--- src/rtl/phy_reg_pkg.sv ---
package phy_reg_pkg;

  typedef enum logic [2:0] {
    RD_CFG0, RD_CFG1, RD_FLAGS, RD_SEL, RD_PORT, RD_ZERO
  } rdSel_e;

  typedef struct packed {
    logic   wrCfg0;
    logic   wrCfg1;
    logic   wrFlags;
    logic   wrSel;
    logic   wrPort;
    rdSel_e rdSel;
  } regStrobe_t;

  localparam int FLAG_LOOP    = 3;
  localparam int FLAG_PWRFAIL = 2;
  localparam int FLAG_TIMEOUT = 1;
  localparam int FLAG_PORTEVT = 0;

endpackage

--- src/rtl/phy_reg_ctrl.sv ---
module phy_reg_ctrl
  import phy_reg_pkg::*;
#(
  parameter int ADDR_W = 4,
  parameter int PAGE_W = 3
) (
  input  logic [ADDR_W-1:0] regAddr,
  input  logic              regWrEn,
  input  logic [PAGE_W-1:0] pageSel,
  output regStrobe_t        strobe
);

  localparam logic [ADDR_W-1:0] WIN_BASE = ADDR_W'(8);

  logic portHit;

  // The per-port view is reachable only at the first window slot of page 0.
  assign portHit = (regAddr == WIN_BASE) && (pageSel == '0);

  always_comb begin
    strobe = '0;
    strobe.rdSel = RD_ZERO;
    unique case (regAddr)
      ADDR_W'(0): begin strobe.wrCfg0  = regWrEn; strobe.rdSel = RD_CFG0;  end
      ADDR_W'(1): begin strobe.wrCfg1  = regWrEn; strobe.rdSel = RD_CFG1;  end
      ADDR_W'(2): begin strobe.wrFlags = regWrEn; strobe.rdSel = RD_FLAGS; end
      ADDR_W'(3): begin strobe.wrSel   = regWrEn; strobe.rdSel = RD_SEL;   end
      default: begin
        if (portHit) begin
          strobe.wrPort = regWrEn;
          strobe.rdSel  = RD_PORT;
        end
      end
    endcase
  end

endmodule

--- src/rtl/phy_reg_data.sv ---
module phy_reg_data
  import phy_reg_pkg::*;
#(
  parameter int          NUM_PORTS  = 3,
  parameter int          PAGE_W     = 3,
  parameter int          PORT_W     = 4,
  parameter logic [3:0]  DELAY_VAL  = 4'd5,
  parameter logic [2:0]  JITTER_VAL = 3'd2
) (
  input  logic                 clk,
  input  logic                 rstN,
  input  regStrobe_t           strobe,
  input  logic [7:0]           wrData,
  input  logic                 cablePwr,
  input  logic                 loopDetect,
  input  logic                 arbTimeout,
  input  logic [NUM_PORTS-1:0] portConn,
  input  logic [NUM_PORTS-1:0] portBias,
  input  logic [NUM_PORTS-1:0] portDis,
  input  logic [NUM_PORTS-1:0] portFault,
  input  logic [NUM_PORTS-1:0] portResume,
  output logic                 linkOn,
  output logic                 contender,
  output logic [2:0]           pwrClass,
  output logic                 accelEn,
  output logic                 multiEn,
  output logic                 resetReq,
  output logic [3:0]           flags,
  output logic [PAGE_W-1:0]    pageSel,
  output logic [7:0]           rdData
);

  logic              resumeIrqEn;
  logic [PORT_W-1:0] portSel;
  logic              cablePwrQ;
  logic              pastValid;

  logic [NUM_PORTS-1:0] intEn;
  logic [NUM_PORTS-1:0] statChg;
  logic [3:0]           statNow  [NUM_PORTS];
  logic [3:0]           statPrev [NUM_PORTS];

  // Per-port status history, change detection and interrupt enables.
  for (genvar p = 0; p < NUM_PORTS; p++) begin : g_port
    assign statNow[p] = {portConn[p], portBias[p], portDis[p], portFault[p]};
    assign statChg[p] = statNow[p] != statPrev[p];

    always_ff @(posedge clk or negedge rstN) begin
      if (!rstN) begin
        statPrev[p] <= '0;
        intEn[p]    <= 1'b0;
      end else begin
        statPrev[p] <= statNow[p];
        if (strobe.wrPort && portSel == PORT_W'(p)) intEn[p] <= wrData[0];
      end
    end
  end

  logic       pwrFall;
  logic       portEvtSet;
  logic [3:0] setVec;
  logic [3:0] clrVec;

  assign pwrFall    = cablePwrQ & ~cablePwr;
  assign portEvtSet = |(statChg & intEn) | (resumeIrqEn & |portResume);

  always_comb begin
    setVec               = '0;
    setVec[FLAG_LOOP]    = loopDetect;
    setVec[FLAG_PWRFAIL] = pwrFall;
    setVec[FLAG_TIMEOUT] = arbTimeout;
    setVec[FLAG_PORTEVT] = portEvtSet;
    clrVec = strobe.wrFlags ? wrData[3:0] : 4'b0;
  end

  always_ff @(posedge clk or negedge rstN) begin
    if (!rstN) begin
      linkOn      <= 1'b1;
      contender   <= 1'b0;
      pwrClass    <= '0;
      accelEn     <= 1'b0;
      multiEn     <= 1'b0;
      resumeIrqEn <= 1'b0;
      resetReq    <= 1'b0;
      flags       <= '0;
      pageSel     <= '0;
      portSel     <= '0;
      cablePwrQ   <= 1'b0;
      pastValid   <= 1'b0;
    end else begin
      pastValid <= 1'b1;
      cablePwrQ <= cablePwr;
      resetReq  <= strobe.wrCfg1 & wrData[0];
      // A set in the same cycle as a clear leaves the flag set.
      flags     <= (flags & ~clrVec) | setVec;
      if (strobe.wrCfg0) begin
        linkOn    <= wrData[7];
        contender <= wrData[6];
        pwrClass  <= wrData[5:3];
      end
      if (strobe.wrCfg1) begin
        resumeIrqEn <= wrData[3];
        accelEn     <= wrData[2];
        multiEn     <= wrData[1];
      end
      if (strobe.wrSel) begin
        pageSel <= wrData[7:5];
        portSel <= wrData[PORT_W-1:0];
      end
    end
  end

  // Read path.
  logic [7:0] portByte;

  always_comb begin
    portByte = '0;
    for (int p = 0; p < NUM_PORTS; p++) begin
      if (portSel == PORT_W'(p)) portByte = {statNow[p], 3'b000, intEn[p]};
    end
  end

  always_comb begin
    unique case (strobe.rdSel)
      RD_CFG0:  rdData = {linkOn, contender, pwrClass, JITTER_VAL};
      RD_CFG1:  rdData = {DELAY_VAL, resumeIrqEn, accelEn, multiEn, 1'b0};
      RD_FLAGS: rdData = {4'b0, flags};
      RD_SEL:   rdData = {pageSel, 1'b0, 4'(portSel)};
      RD_PORT:  rdData = portByte;
      default:  rdData = '0;
    endcase
  end

  // Assertions next to the logic they guard.
  p_req_one_cycle_r4: assert property (@(posedge clk) disable iff (!rstN)
    resetReq |=> !resetReq);

  p_set_wins_r7: assert property (@(posedge clk) disable iff (!rstN)
    (pastValid && $past(loopDetect) && $past(rstN)) |-> flags[FLAG_LOOP]);

  p_pwr_fall_r6: assert property (@(posedge clk) disable iff (!rstN)
    (pastValid && $past(cablePwrQ && !cablePwr) && $past(rstN)) |-> flags[FLAG_PWRFAIL]);

  p_sel_hold_r10: assert property (@(posedge clk) disable iff (!rstN)
    (pastValid && !$past(strobe.wrSel)) |-> $stable(pageSel));

endmodule

--- src/rtl/phy_ctrl_regs.sv ---
module phy_ctrl_regs
  import phy_reg_pkg::*;
#(
  parameter int         NUM_PORTS  = 3,
  parameter logic [3:0] DELAY_VAL  = 4'd5,
  parameter logic [2:0] JITTER_VAL = 3'd2
) (
  input  logic                 clk,
  input  logic                 rstN,
  input  logic [3:0]           regAddr,
  input  logic                 regWrEn,
  input  logic [7:0]           regWrData,
  output logic [7:0]           regRdData,
  input  logic                 lpsIn,
  input  logic                 cablePwr,
  input  logic                 loopDetect,
  input  logic                 arbTimeout,
  input  logic [NUM_PORTS-1:0] portConn,
  input  logic [NUM_PORTS-1:0] portBias,
  input  logic [NUM_PORTS-1:0] portDis,
  input  logic [NUM_PORTS-1:0] portFault,
  input  logic [NUM_PORTS-1:0] portResume,
  output logic                 sidLinkBit,
  output logic                 sidContender,
  output logic [2:0]           sidPwrClass,
  output logic                 shortResetReq,
  output logic                 accelEn,
  output logic                 multiEn,
  output logic                 irqOut
);

  localparam int ADDR_W = 4;
  localparam int PAGE_W = 3;
  localparam int PORT_W = 4;

  regStrobe_t        strobe;
  logic [PAGE_W-1:0] pageSel;
  logic              linkOn;
  logic [3:0]        flags;

  phy_reg_ctrl #(.ADDR_W(ADDR_W), .PAGE_W(PAGE_W)) u_ctrl (
    .regAddr (regAddr),
    .regWrEn (regWrEn),
    .pageSel (pageSel),
    .strobe  (strobe)
  );

  phy_reg_data #(
    .NUM_PORTS(NUM_PORTS), .PAGE_W(PAGE_W), .PORT_W(PORT_W),
    .DELAY_VAL(DELAY_VAL), .JITTER_VAL(JITTER_VAL)
  ) u_data (
    .clk        (clk),
    .rstN       (rstN),
    .strobe     (strobe),
    .wrData     (regWrData),
    .cablePwr   (cablePwr),
    .loopDetect (loopDetect),
    .arbTimeout (arbTimeout),
    .portConn   (portConn),
    .portBias   (portBias),
    .portDis    (portDis),
    .portFault  (portFault),
    .portResume (portResume),
    .linkOn     (linkOn),
    .contender  (sidContender),
    .pwrClass   (sidPwrClass),
    .accelEn    (accelEn),
    .multiEn    (multiEn),
    .resetReq   (shortResetReq),
    .flags      (flags),
    .pageSel    (pageSel),
    .rdData     (regRdData)
  );

  assign sidLinkBit = linkOn & lpsIn;
  assign irqOut     = |flags;

  // The reset request bit never reads back as one.
  p_req_reads_zero_r4: assert property (@(posedge clk) disable iff (!rstN)
    (regAddr == 4'd1) |-> !regRdData[0]);

endmodule

--- config.mk ---
export PLATFORM = sky130hd
export DESIGN_NAME = phy_ctrl_regs
export DESIGN_NICKNAME = d
export VERILOG_FILES = /design/src/rtl/phy_reg_pkg.sv /design/src/rtl/phy_reg_ctrl.sv /design/src/rtl/phy_reg_data.sv /design/src/rtl/phy_ctrl_regs.sv
export SDC_FILE = /design/constraint.sdc
export NUM_CORES = 1
export LEC_CHECK = 0
export CORE_ASPECT_RATIO = 1.1
export CORE_MARGIN = 2
export CORE_UTILIZATION = 35
export CTS_BUF_LIST = sky130_fd_sc_hd__clkbuf_4 sky130_fd_sc_hd__clkbuf_8
export DETAILED_ROUTE_END_ITERATION = 10
export GPL_ROUTABILITY_DRIVEN = 0
export SYNTH_ARGS = -nofsm -noshare
export SYNTH_HDL_FRONTEND = slang
export SYNTH_SLANG_ARGS = --single-unit
--- constraint.sdc ---
create_clock -name clk -period 3.1 [get_ports clk]
set_input_delay 0.62 -clock clk [delete_from_list [all_inputs] [get_ports clk]]
set_output_delay 0.62 -clock clk [all_outputs]
set_load 0.01 [all_outputs]
==> metrics.csv <==
stage;metric;value;unit
status;outcome;completed;
die;die height;78.0;um
detailed_routing;ANT nets after route;0;
critical_path;CP Max Fanout;15;
global_routing;initial antenna violation count;0;
cts;Inserted Clock Buffers;5;
global_routing;vias in the first global route;1399;
detailed_routing;DRC;0;
die;effective utilization at floorplan;36.9;%
placed_design;DPL Wire Length;3170;um
detailed_routing;via count;1382;
cts;CTS tree;done;
sta;crit share post-route;97.2;%
placed_design;input/output buffers;50;
die;full die area;5550;sq um
sta;fin worst setup slack;0.0864;ns
pwr;pwr dens;500;nW/um^2
logic_synthesis;Synthesized Nets;178;
detailed_routing;via-per-instance ratio;5.42;
pwr;leakage power;0.00104;uW
sta;Max transition margin;69.6;%
sta;final hold vios;0;
cells_and_area;nets;233;
global_routing;remaining global-route overflow;0;
critical_path;Slowest cell on crit path;clkdlybuf4s50_1;
critical_path;CP max stage delay;0.51;ns
cells_and_area;fin cells;255;
pwr;sequential share of power;49.2;%
hold_path;HP Class;register to register;
detailed_routing;Post-Route WL;4230;um
sta;Pins Over Slew Limit;0;
global_routing;global-route wire length before repair;7040;um
sta;f_max;332;MHz
pwr;switching power share of the total;28.0;%
critical_path;critical path type;input pin to primary output;
cells_and_area;Antenna Diode Count;0;
die;row cnt;26;
critical_path;worst path cell trace;clkdlybuf4s50_1, buf_4, mux2_2, a21oi_1, nor2_1, clkdlybuf4s50_1;
sta;worst hold slack;0.481;ns
cts;CTS sink cnt;36;
sta;Layout Skew;0.00770;ns
critical_path;CP Capture Type;primary output;
pwr;power share of the combinational group;24.4;%
sta;Final min period;3.01;ns
die;core region area;4720;sq um
run;max capacitance violation total;0;
critical_path;most used cell, CP;clkdlybuf4s50_1;
detailed_routing;DRT Pass-1 Iters;4;
logic_synthesis;Syn Area/Cell;12.1;sq um
logic_synthesis;Most used DFF post-synth;dfrtp_1;
pwr;clock network fraction of total power;26.4;%
global_routing;largest net degree at the start of global routing;37;
cts;H-tree levels;2;
cts;clock-pin transition on the worst setup and hold timing paths;0.07;ns
pwr;internal power;870;uW
pwr;total power;1210;uW
logic_synthesis;synth unique cells;37;
sta;final setup fails;0;
sta;final setup TNS;0;ns
sta;RSZ-0062 raised after global routing;no;
cells_and_area;Fill cells;418;
logic_synthesis;Post-synth EDFFs;0;
cts;clock latency on the worst-skew pair;0.28;ns
logic_synthesis;FF+latch count, synth;36;
cts;CTS Hold Buffers Added;0;
global_routing;GRT Util Overall;16.6;%
logic_synthesis;YS warnings;0;
logic_synthesis;Synth async-reset ratio;100;%
logic_synthesis;Syn Std Cell Area;1740;sq um
die;die width;71.2;um
pwr;maximum VDD drop;0.240;mV
cells_and_area;Area growth, synth to finish;38.7;%
placed_design;Placed Cells;248;
cells_and_area;share of post-route cells with drive strength above 1;18.6;%
die;io pins;51;
cts;root buf cell;clkbuf_8;
critical_path;crit path DAT;2.39;ns
critical_path;worst path required time;2.48;ns
critical_path;crit start category;input pin;
placed_design;Place WS;0.00461;ns
sta;worst-margin pin slew;0.456;ns
logic_synthesis;Cells after Synth;144;
pwr;switching power;338;uW
cells_and_area;most frequent cells in the layout;44 x clkdlybuf4s50_1, 35 x dfrtp_1, 16 x mux2_2, 12 x xnor2_1, 8 x nor2_1;
cells_and_area;commonest non-fill, non-tap cell in the layout;clkdlybuf4s50_1;
logic_synthesis;Seq/Total Area, Yosys;51.8;%
detailed_routing;initial DRC count;137;
cts;Max clock buf depth;2;
detailed_routing;routed len/inst;16.6;um
-- power by group through the flow --
stage	registers [uW]	logic (uW)	clock network [uW]
6_report	594	295	319
5_1_grt	603	319	366
4_1_cts	594	299	330
3_5_place_dp	603	297	0
3_3_place_gp	602	294	0
2_1_floorplan	596	146	0
-- cell families (layout without fill, tap and decap cells) --
family	Yosys count	after routing	synth area share, %
compound gates	27	27	10.6
mux	22	22	14.7
buf+inv	8	63	2.52
xor+xnor	12	12	6.04
flops	36	36	51.8
simple gates	39	39	14.3
-- per-stage QoR --
step                      area, sq um  utilization, %
after floorplan                  1740               -
after global placement           2310            48.9
after detailed placement         2310            48.9
after CTS                        2390            50.7
after global routing             2410            51.2
final                            2410            51.2
-- path summary, 6_finish.rpt --
kind / from / to / slack (ns) / cells after the start
worst max-delay path: regAddr[0] / regRdData[2] / 0.09 / 6
worst min-delay path: u_data.cablePwrQ / u_data.flags[2] / 0.48 / 1
worst max register to register: u_data.portSel[3] / u_data.intEn[2] / 1.54 / 4
worst min register to register: u_data.cablePwrQ / u_data.flags[2] / 0.48 / 1
max in group asynchronous: rstN / u_data.linkOn / 2.00 / 2
min in group asynchronous: rstN / u_data.statPrev[8] / 0.75 / 2
-- layout make-up --
cell class | instances | area (sq um) | area share (%)
clock buffer | 6 | 76.3 | 3.16
clock inverter | 1 | 5.00 | 0.207
inverter | 1 | 3.75 | 0.155
multi-input combinational | 100 | 801 | 33.2
sequential | 36 | 902 | 37.4
tap | 56 | 70.1 | 2.90
timing repair buffer | 55 | 557 | 23.1
-- registers in the layout, summed over array words and instances, names as in the netlist --
register            cells
u_data.pageSel          3
u_data.multiEn          1
u_data.accelEn          1
u_data.resetReq         1
u_data.contender        1
u_data.intEn            3
u_data.cablePwrQ        1
u_data.pwrClass         3
u_data.linkOn           1
u_data.flags            4
u_data.resumeIrqEn      1
u_data.statPrev        12
u_data.portSel          4
-- timing repair --
item / CTS / global route
setup endpoints to repair: 1 / 7
endpoints found under the hold margin: 0 / 0
gates resized for setup: 0 / 9
buffers inserted: 0 / 0
-- routing by layer --
layer / routed length [um] / global-route usage (%) / vias up / share of wire [%]
met2: 2020 / 25.6 / 63 / 48
li1: - / - / 649 / -
met3: 315 / 5.45 / 4 / 7.5
met1: 1870 / 21.7 / 666 / 44
met5: 0 / 0 / - / 0
met4: 25 / 5.85 / 0 / 0.59
-- critical path, delay by kind of cell --
family,cells,cell delay [ns]
buffers and inverters,3,1.21
and+or+nand+nor,1,0.07
AOI/OAI and AO/OA,1,0.14
muxes,1,0.35
-- synthesized netlist by cell type (3+ instances only) --
master	count	area (sq um)
mux2_2	16	180
nor2_1	8	30.0
and3_1	3	18.8
o21ai_0	6	30.0
o22ai_1	5	31.3
nand3_1	3	15.0
a21oi_1	4	20.0
xnor2_1	12	105
and2_1	4	25.0
dfrtp_1	35	876
mux2_1	3	33.8
nand4_1	7	43.8
a221oi_1	5	43.8
nand2_1	6	22.5
(Power assumes the default switching activity.)
